[src/rtl/fll_pkg.sv]
package fll_pkg;

  // Correction sequencer: waiting for a measurement, or dividing the error.
  typedef enum logic {
    ST_IDLE = 1'b0,
    ST_DIV  = 1'b1
  } upd_state_e;

endpackage

[src/rtl/fll_edge_sync.sv]
module fll_edge_sync #(
  parameter int unsigned STAGES = 2
) (
  input  logic clk,
  input  logic rst,
  input  logic async_i,
  output logic rise_o
);

  logic [STAGES-1:0] sync_q;
  logic              last_q;

  always_ff @(posedge clk) begin
    if (rst) begin
      sync_q <= '0;
      last_q <= 1'b0;
      rise_o <= 1'b0;
    end else begin
      sync_q <= {sync_q[STAGES-2:0], async_i};
      last_q <= sync_q[STAGES-1];
      rise_o <= sync_q[STAGES-1] & ~last_q;
    end
  end

endmodule

[src/rtl/fll_freq_meter.sv]
module fll_freq_meter #(
  parameter int unsigned GATE_CYCLES  = 100_000_000,
  parameter int unsigned CNT_W        = 24,
  parameter int unsigned INT_PRE_LOG2 = 2,
  parameter int unsigned SCALE_SH     = 10,
  parameter int unsigned FREQ_W       = 36
) (
  input  logic              clk,
  input  logic              rst,
  input  logic              edge_i,
  output logic              stb_o,
  output logic [FREQ_W-1:0] hz_o,
  output logic              ovf_o
);

  localparam int unsigned GW = $clog2(GATE_CYCLES);
  localparam logic [CNT_W-1:0] CNT_MAX = '1;

  logic [INT_PRE_LOG2-1:0] pre_q;
  logic [GW-1:0]           gate_q;
  logic [CNT_W-1:0]        cnt_q;
  logic [CNT_W-1:0]        cnt_nx;
  logic                    carry;
  logic                    sat_hit;
  logic                    gate_end;

  assign carry    = edge_i && (pre_q == '1);
  assign gate_end = (gate_q == GW'(GATE_CYCLES - 1));

  always_comb begin
    sat_hit = 1'b0;
    cnt_nx  = cnt_q;
    if (carry) begin
      if (cnt_q == CNT_MAX) sat_hit = 1'b1;
      else                  cnt_nx  = cnt_q + 1'b1;
    end
  end

  always_ff @(posedge clk) begin
    if (rst) begin
      pre_q  <= '0;
      gate_q <= '0;
      cnt_q  <= '0;
      stb_o  <= 1'b0;
      hz_o   <= '0;
      ovf_o  <= 1'b0;
    end else begin
      pre_q <= pre_q + INT_PRE_LOG2'(edge_i);
      stb_o <= gate_end;
      if (sat_hit) ovf_o <= 1'b1;
      if (gate_end) begin
        gate_q <= '0;
        cnt_q  <= '0;
        hz_o   <= FREQ_W'(cnt_nx) << SCALE_SH;
      end else begin
        gate_q <= gate_q + 1'b1;
        cnt_q  <= cnt_nx;
      end
    end
  end

endmodule

[src/rtl/fll_divu.sv]
module fll_divu #(
  parameter int unsigned W  = 36,
  parameter int unsigned DW = 24
) (
  input  logic          clk,
  input  logic          rst,
  input  logic          start_i,
  input  logic [W-1:0]  num_i,
  input  logic [DW-1:0] den_i,
  output logic          done_o,
  output logic [W-1:0]  quo_o
);

  localparam int unsigned CW = $clog2(W + 1);

  logic [W-1:0]  num_q;
  logic [DW-1:0] den_q;
  logic [DW-1:0] rem_q;
  logic [CW-1:0] left_q;
  logic          busy_q;
  logic [DW:0]   rem_sh;
  logic          ge;

  // One quotient bit per cycle, restoring form; the quotient shifts into num_q.
  assign rem_sh = {rem_q, num_q[W-1]};
  assign ge     = (rem_sh >= {1'b0, den_q});
  assign quo_o  = num_q;

  always_ff @(posedge clk) begin
    if (rst) begin
      num_q  <= '0;
      den_q  <= '0;
      rem_q  <= '0;
      left_q <= '0;
      busy_q <= 1'b0;
      done_o <= 1'b0;
    end else begin
      done_o <= 1'b0;
      if (start_i) begin
        num_q  <= num_i;
        den_q  <= den_i;
        rem_q  <= '0;
        left_q <= CW'(W);
        busy_q <= 1'b1;
      end else if (busy_q) begin
        num_q  <= {num_q[W-2:0], ge};
        rem_q  <= ge ? (rem_sh[DW-1:0] - den_q) : rem_sh[DW-1:0];
        left_q <= left_q - 1'b1;
        if (left_q == CW'(1)) begin
          busy_q <= 1'b0;
          done_o <= 1'b1;
        end
      end
    end
  end

endmodule

[src/rtl/fll_pwm.sv]
module fll_pwm #(
  parameter int unsigned DUTY_W = 10,
  parameter int unsigned PRE    = 1
) (
  input  logic              clk,
  input  logic              rst,
  input  logic [DUTY_W-1:0] duty_i,
  output logic              pwm_o
);

  localparam int unsigned PW = (PRE > 1) ? $clog2(PRE) : 1;

  logic [PW-1:0]     pre_q;
  logic [DUTY_W-1:0] step_q;
  logic [DUTY_W-1:0] duty_q;
  logic              tick;

  assign tick = (pre_q == PW'(PRE - 1));

  always_ff @(posedge clk) begin
    if (rst) begin
      pre_q  <= '0;
      step_q <= '0;
      duty_q <= '0;
      pwm_o  <= 1'b0;
    end else begin
      pre_q <= tick ? '0 : pre_q + 1'b1;
      if (tick) begin
        step_q <= step_q + 1'b1;
        // New duty takes effect only at a period boundary.
        if (step_q == '1) duty_q <= duty_i;
      end
      pwm_o <= (step_q < duty_q);
    end
  end

endmodule

[src/rtl/fll_deadband_ctrl.sv]
module fll_deadband_ctrl
  import fll_pkg::*;
#(
  parameter int unsigned GATE_CYCLES  = 100_000_000,
  parameter int unsigned CNT_W        = 24,
  parameter int unsigned INT_PRE_LOG2 = 2,
  parameter int unsigned EXT_PRE_LOG2 = 8,
  parameter int unsigned FREQ_W       = 36,
  parameter int unsigned DIV_W        = 24,
  parameter int unsigned DUTY_W       = 10,
  parameter int unsigned PWM_PRE      = 1,
  parameter int unsigned SYNC_STAGES  = 2
) (
  input  logic              clk,
  input  logic              rst,
  input  logic              osc_i,
  input  logic [FREQ_W-1:0] setpoint_i,
  input  logic [DIV_W-1:0]  divisor_i,
  input  logic              loop_en_i,
  input  logic [DUTY_W-1:0] manual_duty_i,
  output logic              pwm_o,
  output logic [DUTY_W-1:0] duty_o,
  output logic [FREQ_W-1:0] freq_hz_o,
  output logic              upd_o,
  output logic              ovf_o
);

  localparam int unsigned SCALE_SH = INT_PRE_LOG2 + EXT_PRE_LOG2;
  localparam int unsigned SW       = FREQ_W + 1;
  localparam logic [DUTY_W-1:0] DUTY_MAX = '1;

  logic              osc_rise;
  logic              meas_stb;
  logic [FREQ_W-1:0] meas_hz;
  logic              loop_on;
  logic              err_neg;
  logic [FREQ_W-1:0] err_mag;
  logic              div_start;
  logic              div_done;
  logic [FREQ_W-1:0] quo;
  upd_state_e        state_q;
  logic              neg_q;
  logic [DUTY_W-1:0] acc_q;
  logic [SW-1:0]     sum_up;
  logic [DUTY_W-1:0] acc_nx;

  fll_edge_sync #(.STAGES(SYNC_STAGES)) u_sync (
    .clk(clk), .rst(rst), .async_i(osc_i), .rise_o(osc_rise)
  );

  fll_freq_meter #(
    .GATE_CYCLES(GATE_CYCLES), .CNT_W(CNT_W), .INT_PRE_LOG2(INT_PRE_LOG2),
    .SCALE_SH(SCALE_SH), .FREQ_W(FREQ_W)
  ) u_meter (
    .clk(clk), .rst(rst), .edge_i(osc_rise),
    .stb_o(meas_stb), .hz_o(meas_hz), .ovf_o(ovf_o)
  );

  assign loop_on = loop_en_i && (divisor_i != '0);

  // Sign and magnitude of the error, so truncation is symmetric about zero.
  always_comb begin
    if (setpoint_i >= meas_hz) begin
      err_neg = 1'b0;
      err_mag = setpoint_i - meas_hz;
    end else begin
      err_neg = 1'b1;
      err_mag = meas_hz - setpoint_i;
    end
  end

  assign div_start = meas_stb && loop_on && (state_q == ST_IDLE);

  fll_divu #(.W(FREQ_W), .DW(DIV_W)) u_div (
    .clk(clk), .rst(rst), .start_i(div_start), .num_i(err_mag),
    .den_i(divisor_i), .done_o(div_done), .quo_o(quo)
  );

  // Saturating signed add of the quotient to the duty accumulator.
  always_comb begin
    sum_up = {1'b0, quo} + SW'(acc_q);
    if (neg_q)
      acc_nx = (quo > FREQ_W'(acc_q)) ? '0 : (acc_q - quo[DUTY_W-1:0]);
    else
      acc_nx = (sum_up > SW'(DUTY_MAX)) ? DUTY_MAX : sum_up[DUTY_W-1:0];
  end

  always_ff @(posedge clk) begin
    if (rst) begin
      state_q   <= ST_IDLE;
      neg_q     <= 1'b0;
      acc_q     <= '0;
      upd_o     <= 1'b0;
      freq_hz_o <= '0;
    end else begin
      upd_o <= 1'b0;
      if (meas_stb) freq_hz_o <= meas_hz;
      unique case (state_q)
        ST_IDLE: begin
          if (meas_stb) begin
            if (loop_on) begin
              state_q <= ST_DIV;
              neg_q   <= err_neg;
            end else begin
              upd_o <= 1'b1;
            end
          end
        end
        ST_DIV: begin
          if (div_done) begin
            state_q <= ST_IDLE;
            upd_o   <= 1'b1;
          end
        end
      endcase
      if (!loop_on)
        acc_q <= manual_duty_i;
      else if ((state_q == ST_DIV) && div_done)
        acc_q <= acc_nx;
    end
  end

  assign duty_o = acc_q;

  fll_pwm #(.DUTY_W(DUTY_W), .PRE(PWM_PRE)) u_pwm (
    .clk(clk), .rst(rst), .duty_i(acc_q), .pwm_o(pwm_o)
  );

endmodule

[config.mk]
export PLATFORM = sky130hd
export DESIGN_NAME = fll_deadband_ctrl
export DESIGN_NICKNAME = d
export VERILOG_FILES = /design/src/rtl/fll_pkg.sv /design/src/rtl/fll_edge_sync.sv /design/src/rtl/fll_freq_meter.sv /design/src/rtl/fll_divu.sv /design/src/rtl/fll_pwm.sv /design/src/rtl/fll_deadband_ctrl.sv
export SDC_FILE = /design/constraint.sdc
export NUM_CORES = 1
export LEC_CHECK = 0
export BUFFER_PORTS_ARGS = -buffer_cell sky130_fd_sc_hd__buf_2
export CAP_MARGIN = 20
export CORE_MARGIN = 3
export CORE_UTILIZATION = 33
export CTS_CLUSTER_DIAMETER = 40
export CTS_CLUSTER_SIZE = 14
export DETAILED_ROUTE_END_ITERATION = 6
export PLACE_DENSITY = 0.58
export SLEW_MARGIN = 20
export SYNTH_ARGS = -nofsm -noshare
export SYNTH_HDL_FRONTEND = slang
export SYNTH_HIERARCHICAL = 1
export SYNTH_SLANG_ARGS = --single-unit
[constraint.sdc]
create_clock -name clk -period 9.3 [get_ports clk]
set_input_delay 0.465 -clock clk [delete_from_list [all_inputs] [get_ports clk]]
set_output_delay 0.465 -clock clk [all_outputs]
set_load 0.005 [all_outputs]
* Word level (Yosys, flattened, before mapping)
Index checks and enable logic that the tools add are counted.
Storage, ports and cells: input port bits 74, RAM bits 0, latch bits 0, bits in read-only memories 0, memories kept 0, register bits after elaboration 234
Operators by class: $mul 0, divide/modulo/power cells 0, bitwise operators 5, $add $sub $neg 11, shift operators 0, multiplexer cells 28, $lt $le $gt $ge 5, reductions and logical operators 13, eq/ne operators 6
Operators by type and width (count):
- $mux W36 | 3
- $mux W24 | 3
- $mux W10 | 5
- $add A36 B10 Y37 | 1
- $gt A37 B10 Y1 const B | 1
- $ge A36 B34 Y1 | 1
- $gt A36 B10 Y1 | 1
- $sub A34 B36 Y36 | 1
- $sub A36 B34 Y36 | 1
- $add A27 B1 Y27 const B | 1
- $eq A27 B27 Y1 const B | 1
- $ge A25 B24 Y1 | 1
- $add A24 B1 Y24 const B | 1
- $eq A24 B24 Y1 const B | 1
- $reduce_bool A24 Y1 | 1
- $sub A24 B24 Y24 | 1
- $mux W1 | 13
- $mux W6 | 2
- $add A10 B1 Y10 const B | 1
- $eq A10 B10 Y1 const B | 1
- $lt A10 B10 Y1 | 1
- $sub A10 B10 Y10 | 1
- $eq A6 B1 Y1 const B | 1
- $reduce_or A2 Y1 | 3
- 13 further kinds | 21

* Depth between registers and ports, before layout
Gate-level depths: netlist of the first run.
depth after elaboration 6, mapped depth 17, mapped depth without buffers 15

* Cells and area by module
Netlist of the first run, hierarchy kept.
Modules (own cells, without submodules):
- fll_deadband_ctrl | instances 1, cells an instance 1135, area each 7927.6 um^2
- fll_divu | instances 1, cells an instance 658, area each 5297.6 um^2
- fll_freq_meter | instances 1, cells an instance 386, area each 3533.4 um^2
- fll_pwm | instances 1, cells an instance 112, area each 1078.5 um^2
- fll_edge_sync | instances 1, cells an instance 8, area each 111.4 um^2

* Least setup slack after synthesis of the first run
Ideal clock, no wire load.
path kind input-to-reg, from in setpoint_i[9], to reg u_div.num_q[34], in the netlist u_div/quo_o[34], setup slack 5.879 ns, setup time 0.128 ns, buffers on the path 3, cell stages on the path 17, data arrival time 3.294 ns, cell sequence inv_1 > ha_1 > clkbuf_1 > a21o_1 > a21o_1 > a21o_1 > o21bai_1 > a31o_2 > a21oi_1 > buf_2 > buf_2 > o211ai_1 > o31ai_1 > o41ai_1 > xor2_1 > a21oi_1 > nor2_1
Between the ends: longest elaborated chain between the ends 3, elaborated cells on any way between the ends 5
Ends and longest elaborated chain:
- from (decl) | line fll_deadband_ctrl.sv:17 | input logic [FREQ_W-1:0] setpoint_i,
- $sub A34 B36 Y36, or another cell as far along | line fll_deadband_ctrl.sv:68 | err_mag = meas_hz - setpoint_i;
- $mux W36 * | line fll_deadband_ctrl.sv:63 | if (setpoint_i >= meas_hz) begin
- named net err_mag[34] | line fll_deadband_ctrl.sv:37 | logic [FREQ_W-1:0] err_mag;
- $mux W36 * | line fll_divu.sv:39 | if (start_i) begin
- to (signal assigned) | line fll_divu.sv:40 | num_q <= num_i;
- to (signal assigned) | line fll_divu.sv:46 | num_q <= {num_q[W-2:0], ge};
- to (decl) | line fll_divu.sv:16 | logic [W-1:0] num_q;
Mark *: on every way through the listed nets, which the timed path passes. The rest lies on a longest branch. A chain may end at the register's enable or synchronous reset.

* Final worst setup path of the first run
from reg u_meter.hz_o[25], to reg u_div.num_q[31], in the netlist u_div/quo_o[31]
Between the ends: longest elaborated chain between the ends 3, elaborated cells on any way between the ends 5
Ends and longest elaborated chain:
- from (decl) | line fll_freq_meter.sv:12 | output logic [FREQ_W-1:0] hz_o,
- from (signal assigned) | line fll_freq_meter.sv:54 | hz_o <= FREQ_W'(cnt_nx) << SCALE_SH;
- $sub A34 B36 Y36, or another cell as far along | line fll_deadband_ctrl.sv:68
- $mux W36 * | line fll_deadband_ctrl.sv:63
- named net err_mag[31] | line fll_deadband_ctrl.sv:37
- $mux W36 * | line fll_divu.sv:39
Marks and branches as above.

==> results.md, run 1 <==
- Number of synthesized flops with an enable pin: 0
- Post-synthesis compound-gate area fraction: 19.9%
- Fmax: 0.232 GHz
- WHS Path Cells: 2
- Vias: 16400
- Slew @ Worst Pin: 1.09 ns
- CP max stage delay: 0.53 ns
- Syn Area/Cell: 7.81 µm²
- I/O pin count: 123
- Worst path slowest cell: buf_4
- Multiplexer share of the synthesized area: 7.65%
- Routed len/inst: 17.2 µm
- Period utilisation layout: 46.3%
- Ys Warns: 6
- Gr usage total: 18.3%
- Hold Startpoint: osc_i
- GPL Wtd Cong: 0.930
- Max Clock Skew: 0.0183 ns
- Adder-cell area share of the yosys netlist: 10.2%
- Top cell family by delay on the critical path: compound AO/OA/AOI/OAI gates
- Register area share after synthesis: 27.4%
- CP Buf/Inv Count: 1
- Initial DRC Count: 930
- Core area: 0.0532 mm²
- Hold_ws: 0.0821 ns
- Synth top area cells: dfxtp_1, ha_1, mux2i_1
- Post-Synth XOR/XNOR Area: 6.29%
- Initial core utilization: 33.7%
- Critical-path cell list: ha_1, a21o_1, a21o_1, a21oi_1, o311ai_0, a31o_2, a21oi_4, buf_4, and3b_1, nor4_1, a21oi_1, xnor2_1, a21oi_1, nor2_1
- Slew Viols, Final: 0
- Crit-path max FO: 45
- Status: finished, final reports clean
- Cell with the most instances after synthesis: nor2_1
- Global-route wire length before repair: 85700 µm
- PD cells: 150 mW/mm²
- Grt total ovfl: 0
- Library cells used by synthesis: 95
- Die span in y: 239 µm
- Cell mode on critical path: a21oi_1
- Internal reg-to-reg setup slack: 4.99 ns
- Vias per cell: 5.31
- Data required time of the worst path: 9.74 ns
- Clk sinks: 246
- Area Overhead vs Synth: 14.5%
- DIE WIDTH: 239 µm
- Clock slew at reported path FFs: 0.06 ns
- Reg-to-reg startpoint: u_meter/hz_o[25]
- Critical Path AT: 4.75 ns
- Fin Setup TNS: 0 ns
- Area of the multi-input gates: 0.0118 mm²
- Setup Buffers After CTS: 0
- Hold Path Sink: u_sync/sync_q[0]
- Post-Synthesis Cells: 2299
- Clock Latency Late Sink: 0.59 ns
- Cell count after placement: 2999
- Yosys top cell by area: dfxtp_1
- Setup Crit Path Kind: reg2reg
- 1st-pass router iterations: 5
- Setup violators final: 0
- Cell count of the worst reg-to-reg path: 14
- Fillcell total: 5520
- Fin crit period: 4.31 ns
- Total wire length: 53100 µm
- Clk buf depth: 3
- Post-layout net count: 2581
- Post-synth ARST share: 0%
- Port bufs: 122
- Slew headroom: 27.0%
- Leak: 8.30 nW
- Synth top cells by count: nor2_1, dfxtp_1, a21oi_1
- Element type at the critical path start: flip-flop
- Post-DP HPWL: 39800 µm
- Die area: 0.0572 mm²
- Simple-Gate Fraction of Synth Area: 21.1%
- Final ANT Viol Nets: 0
- Post-route cell area: 0.0206 mm²
- Dpl cell area: 0.0189 mm²
- Crit. End Element: flip-flop
- Seq. cell area: 0.00493 mm²
- Residual DRC: 0
- Core Rows: 84
- Final antenna diode count: 0
- Initial antenna violation count: 0
- Root Driver: clkbuf_16
- Min-delay worst type: in2reg
- Post-synthesis register bit count: 246
- Reg2Reg Capture Point: u_div/quo_o[31]
- Finished Layout Cells: 3092
- CTS tree: done
- RSZ-0062 raised after global routing: false
- CTS Buf Count: 50
- Vias in the first global route: 16000
- Fin util: 38.7%
- Mapped Area: 0.0179 mm²
- VDD IR max: 0.122 mV
- MaxCap Viol Count: 0
- CTS Hold Buffers Added: 0
- Share of cells above drive strength 1: 11.7%
- Largest family of logic cells by synthesized area: simple AND/OR/NAND/NOR gates
- Post-CTS Resized: 0
- Main flop type after synthesis: dfxtp_1
- Top-area cell type share of the netlist area: 27.4%
- Final hold violation count: 0
- H-tree Lvls: 2
- Largest net degree at the start of global routing: 97
worst max-delay path by stage:
stage                          start              end  slack, ns  depth (start not counted)
finish              u_meter/hz_o[25]  u_div/quo_o[31]       4.99                         14
detailed placement     setpoint_i[9]  u_div/quo_o[31]       4.82                         16
floorplan              setpoint_i[9]  u_div/quo_o[34]       5.88                         17
CTS                 u_meter/hz_o[25]  u_div/quo_o[31]       5.05                         14
global route               duty_o[1]        duty_o[2]       4.76                         12
global placement       setpoint_i[9]  u_div/quo_o[31]       4.93                         16
metrics by stage:
stage	setup WS (ns)	total power, mW
2_1_floorplan	5.88	1.30
3_3_place_gp	4.93	1.38
3_5_place_dp	4.82	1.38
4_1_cts	5.05	3.14
5_1_grt	4.76	3.22
6_report	4.99	3.09
where the power goes:
group	total (mW)	switching, mW	internal [mW]
Clock	1.72	0.679	1.04
Combinational	0.297	0.185	0.111
Sequential	1.07	0.00809	1.06
flip-flops by register name (all words and copies together) (netlist names), 24 cells and up:
name,count
u_meter/gate_q,27
u_div/quo_o,36
freq_hz_o,36
u_div/rem_q,24
u_meter/cnt_q,24
u_div/den_q,24
u_meter/hz_o,24
worst reg2reg max path: stages (launching register included):
cell and delay, ns:
dfxtp_1 0.41, ha_1 0.40, a21o_1 0.24, a21o_1 0.17, a21oi_1 0.24, o311ai_0 0.21
a31o_2 0.29, a21oi_4 0.40, buf_4 0.53, and3b_1 0.27, nor4_1 0.47, a21oi_1 0.16
xnor2_1 0.16, a21oi_1 0.17, nor2_1 0.06
placed cells by master, fill, tap and decap left out, types with 10 or more instances in the layout:
cell type	n
buf_2	121
a21oi_1	212
and2_1	11
inv_6	12
nor2_1	327
nand2_1	110
ha_1	139
o21ai_1	14
xnor2_1	83
and4_1	16
a31oi_1	27
and3_1	14
nand4_1	47
o211ai_1	14
nor3_1	51
nor2b_1	24
conb_1	13
clkbuf_16	51
inv_1	184
nor4_1	30
o21ai_0	83
o21bai_1	27
dfxtp_1	244
clkinv_4	10
or2_2	12
nand2b_1	17
xor2_1	46
a211oi_1	33
a21o_1	46
nand3_1	51
mux2i_1	135
metal layers:
| layer | global-route usage, % | wire, µm |
|---|---|---|
| met1 | 23.8 | 24200 |
| met2 | 30.8 | 24700 |
| met3 | 2.68 | 2410 |
| met4 | 6.67 | 1710 |
| met5 | 0 | 0 |
layout make-up:
class	instances	share of cell area, %
multi-input combinational	1750	57.2
sequential	246	24.0
clock buffer	55	6.33
tap	688	4.19
inverter	186	3.41
timing repair buffer	129	3.26
clock inverter	38	1.64
cell families (layout without fill, tap and decap cells):
logic type / Yosys count / after routing
AOI/OAI and AO/OA: 565 / 565
xor gates and xnor gates: 129 / 129
adders and majority gates: 144 / 144
buffers and inverters: 314 / 408
DFF: 246 / 246
muxes: 137 / 137
other: 2 / 13
and+or+nand+nor: 762 / 762
Power figures use the tool's default switching activity.
==> run 2: changes to the inputs <==
ABC_AREA = 1   (was not set)
PLACE_DENSITY = 0.59   (was 0.58)
clock period = 3.4 ns   (was 9.3 ns; I/O delays follow)
==> run 2 against run 1 <==
Effect of this change: synthesized cell count up 43%; non-clock buffer count up 82; global-route usage up 1.6 points; largest power group unchanged.
==> results.md, run 2 <==
- Setup Crit Path Kind: reg2reg
- Fmax: 0.321 GHz (+38%)
- Post-synthesis register bit count: 246 (unchanged)
- Gr usage total: 19.9% (+1.6 points)
- Clk buf depth: 3 (unchanged)
- Post-layout net count: 3663 (+42%)
- I/O pin count: 123 (unchanged)
- Initial DRC Count: 1335 (+44%)
- Crit. End Element: flip-flop
- Ys Warns: 6 (unchanged)
- Setup violators final: 0 (unchanged)
- Port bufs: 122 (unchanged)
- Synth top area cells: dfxtp_1, nand2_1, inv_1
- Commonest non-fill, non-tap cell in the layout: nand2_1
- Die span in y: 255 µm (+6.6%)
- Syn Area/Cell: 6.20 µm² (-21%)
- Dpl cell area: 0.0218 mm² (+15%)
- 1st-pass router iterations: 7 (+2)
- Post-route cell area: 0.0238 mm² (+16%)
- GPL Wtd Cong: 0.964 (+3.6%)
- Post-DP HPWL: 51700 µm (+30%)
- Residual DRC: 0 (unchanged)
- Mapped Area: 0.0204 mm² (+14%)
- Core Rows: 90 (+7.1%)
- Largest net degree at the start of global routing: 73 (-25%)
- Routed len/inst: 15.4 µm (-10%)
- Max Clock Skew: 0.0245 ns (+0.00623 ns)
- Finished Layout Cells: 4268 (+38%)
- Critical-path cell list: ha_1, nand2_1, nor2_2, inv_2, nor2_4, inv_2, nor3_2, nand2_1, nand3_2, a21oi_2, o221ai_2, nand2_1, nand2_1, buf_4, or2_1, o21ai_1, a22oi_1, nand2_1, nand2_1, inv_1
- Top-area cell type share of the netlist area: 24.1% (-3.4 points)
- Fin crit period: 3.11 ns (-1.19 ns)
- Total power: 8.60 mW (+180%)
- Cell with the most instances after synthesis: nand2_1
- Total wire length: 65900 µm (+24%)
- Top cell family by delay on the critical path: simple AND/OR/NAND/NOR gates
- MaxCap Viol Count: 0 (unchanged)
- Core area: 0.0608 mm² (+14%)
- Min-delay worst type: in2reg
- Synth top cells by count: nand2_1, inv_1, nor2_1
- Clock Latency Late Sink: 0.59 ns (about the same)
- Leak: 11.4 nW (+37%)
- Initial core utilization: 33.6% (-0.13 points)
- Data required time of the worst path: 3.87 ns (-5.87 ns)
- Setup Buffers After CTS: 0 (unchanged)
- Register area share after synthesis: 24.1% (-3.4 points)
- Period utilisation layout: 91.6% (+45 points)
- Cell mode on critical path: nand2_1
- Clock slew at reported path FFs: 0.05 ns (about the same)
- Final hold violation count: 0 (unchanged)
- Number of synthesized flops with an enable pin: 0 (unchanged)
- CTS tree: done
- Most frequent cells in the layout: nand2_1, inv_1, nor2_1, a21oi_1, dfxtp_1
- Vias per cell: 4.88 (-8.2%)
- Main flop type after synthesis: dfxtp_1
- Initial antenna violation count: 5 (+5)
- Crit-path max FO: 37 (-18%)
- Slew @ Worst Pin: 0.807 ns (-0.284 ns)
- H-tree Lvls: 2 (unchanged)
- CTS Buf Count: 49 (-2.0%)
- Global-route wire length before repair: 104000 µm (+21%)
- Post-synth ARST share: 0% (unchanged)
- Worst path slowest cell: ha_1
- CP Buf/Inv Count: 4 (+3)
- Area Overhead vs Synth: 16.2%
- Share of cells above drive strength 1: 11.2% (-0.57 points)
- Slew Viols, Final: 0 (unchanged)
- Die area: 0.0650 mm² (+14%)
- PD cells: 362 mW/mm² (+140%)
- RSZ-0062 raised after global routing: true
- Status: finished, final reports clean
- Vias: 20800 (+27%)
- VDD IR max: 0.347 mV (+180%)
- Fillcell total: 6663 (+21%)
- Cell count after placement: 4141 (+38%)
- Element type at the critical path start: flip-flop
- DIE WIDTH: 255 µm (+6.6%)
- Grt total ovfl: 0 (unchanged)
- Library cells used by synthesis: 64 (-33%)
- Post-Synthesis Cells: 3297 (+43%)
- CP max stage delay: 0.43 ns (-0.10 ns)
- Critical Path AT: 3.58 ns (-1.17 ns)
- Vias in the first global route: 19400 (+22%)
- Yosys top cell by area: dfxtp_1
- Slew headroom: 45.9% (+19 points)
- Clk sinks: 246 (unchanged)
- Final ANT Viol Nets: 0 (unchanged)
- Root Driver: clkbuf_16
-- run 2: cell types whose count changed in the layout (fill, tap and decap cells not counted), sizes merged, moves of 24 or more --
cell / previous run / this run
a211oi: 35 / 3
a21o: 46 / 12
a21oi: 215 / 265
buf: 129 / 176
dlygate4sd3: 0 / 35
inv: 202 / 562
mux2i: 135 / 0
nand2: 111 / 913
nand3: 52 / 203
nand4: 50 / 74
nor2b: 24 / 0
nor3: 55 / 26
o21ai: 98 / 166
xnor2: 83 / 34
-- run 2: kinds of logic (layout without fill, tap and decap cells) --
family / after synthesis / count (layout) / synth area share [%]
compound gates: 539 / 539 / 14.9
simple gates: 1585 / 1585 / 34.0
buf+inv: 680 / 856 / 13.7
other cells: 2 / 15 / 0.0367
flops: 246 / 246 / 24.1
xor+xnor: 101 / 101 / 4.33
fa+ha+maj: 144 / 144 / 9.00
-- run 2: path summary, 6_finish.rpt --
path	endpoint	start	slack [ns]	cells after the start
setup / recovery	u_div/quo_o[1]	u_meter/hz_o[13]	0.29	20
hold reg to reg	u_sync/sync_q[1]	u_sync/sync_q[0]	0.41	2
hold / removal	duty_o[6]	loop_en_i	0.09	5
setup reg to reg	u_div/quo_o[1]	u_meter/hz_o[13]	0.29	20
-- run 2: what timing repair did --
action                     in CTS  in global routing
setup endpoints to repair       0                  1
resized for setup               0                  0
hold endpoints to repair       35                  0
hold buffers                   35                  0
-- run 2: through the flow --
stage	setup slack, ns	hold slack (ns)	setup TNS [ns]	utilization [%]
2_1_floorplan	0.834	0.236	0	-
3_3_place_gp	0.347	0.390	0	35.8
3_5_place_dp	0.332	0.380	0	35.8
4_1_cts	0.324	0.0437	0	39.1
5_1_grt	-0.00244	0.0949	-0.00244	39.1
6_report	0.285	0.0870	0	39.1
-- run 2: report_power, final --
group / switching [mW] / internal (mW)
Clock: 1.83 / 2.86
Combinational: 0.642 / 0.349
Sequential: 0.0157 / 2.90
-- run 2: layer usage --
metal / routed length (µm) / vias to the layer above / track usage [%]
met2: 30200 / 551 / 33.3
met1: 29800 / 9379 / 26.0
li1: - / 10800 / -
met5: 0 / - / 0
met4: 2240 / 0 / 7.04
met3: 3660 / 108 / 2.99
-- run 2: layout make-up --
| cell class | count | area, µm² | share of cell area [%] |
|---|---|---|---|
| antenna | 2 | 5.00 | 0.0211 |
| clock buffer | 54 | 1270 | 5.37 |
| clock inverter | 36 | 348 | 1.46 |
| inverter | 555 | 2080 | 8.77 |
| multi-input combinational | 2382 | 12800 | 53.7 |
| sequential | 246 | 4930 | 20.7 |
| tap | 782 | 978 | 4.12 |
| timing repair buffer | 211 | 1380 | 5.80 |
-- run 2: worst reg2reg max path: cells and delay by family (launching register included) --
kind                       cells  cell delay [ns]
AOI/OAI and AO/OA              4             0.53
and+or+nand+nor               11             1.25
buffers and inverters          4             0.49
adders and majority gates      1             0.43
DFF                            1             0.32
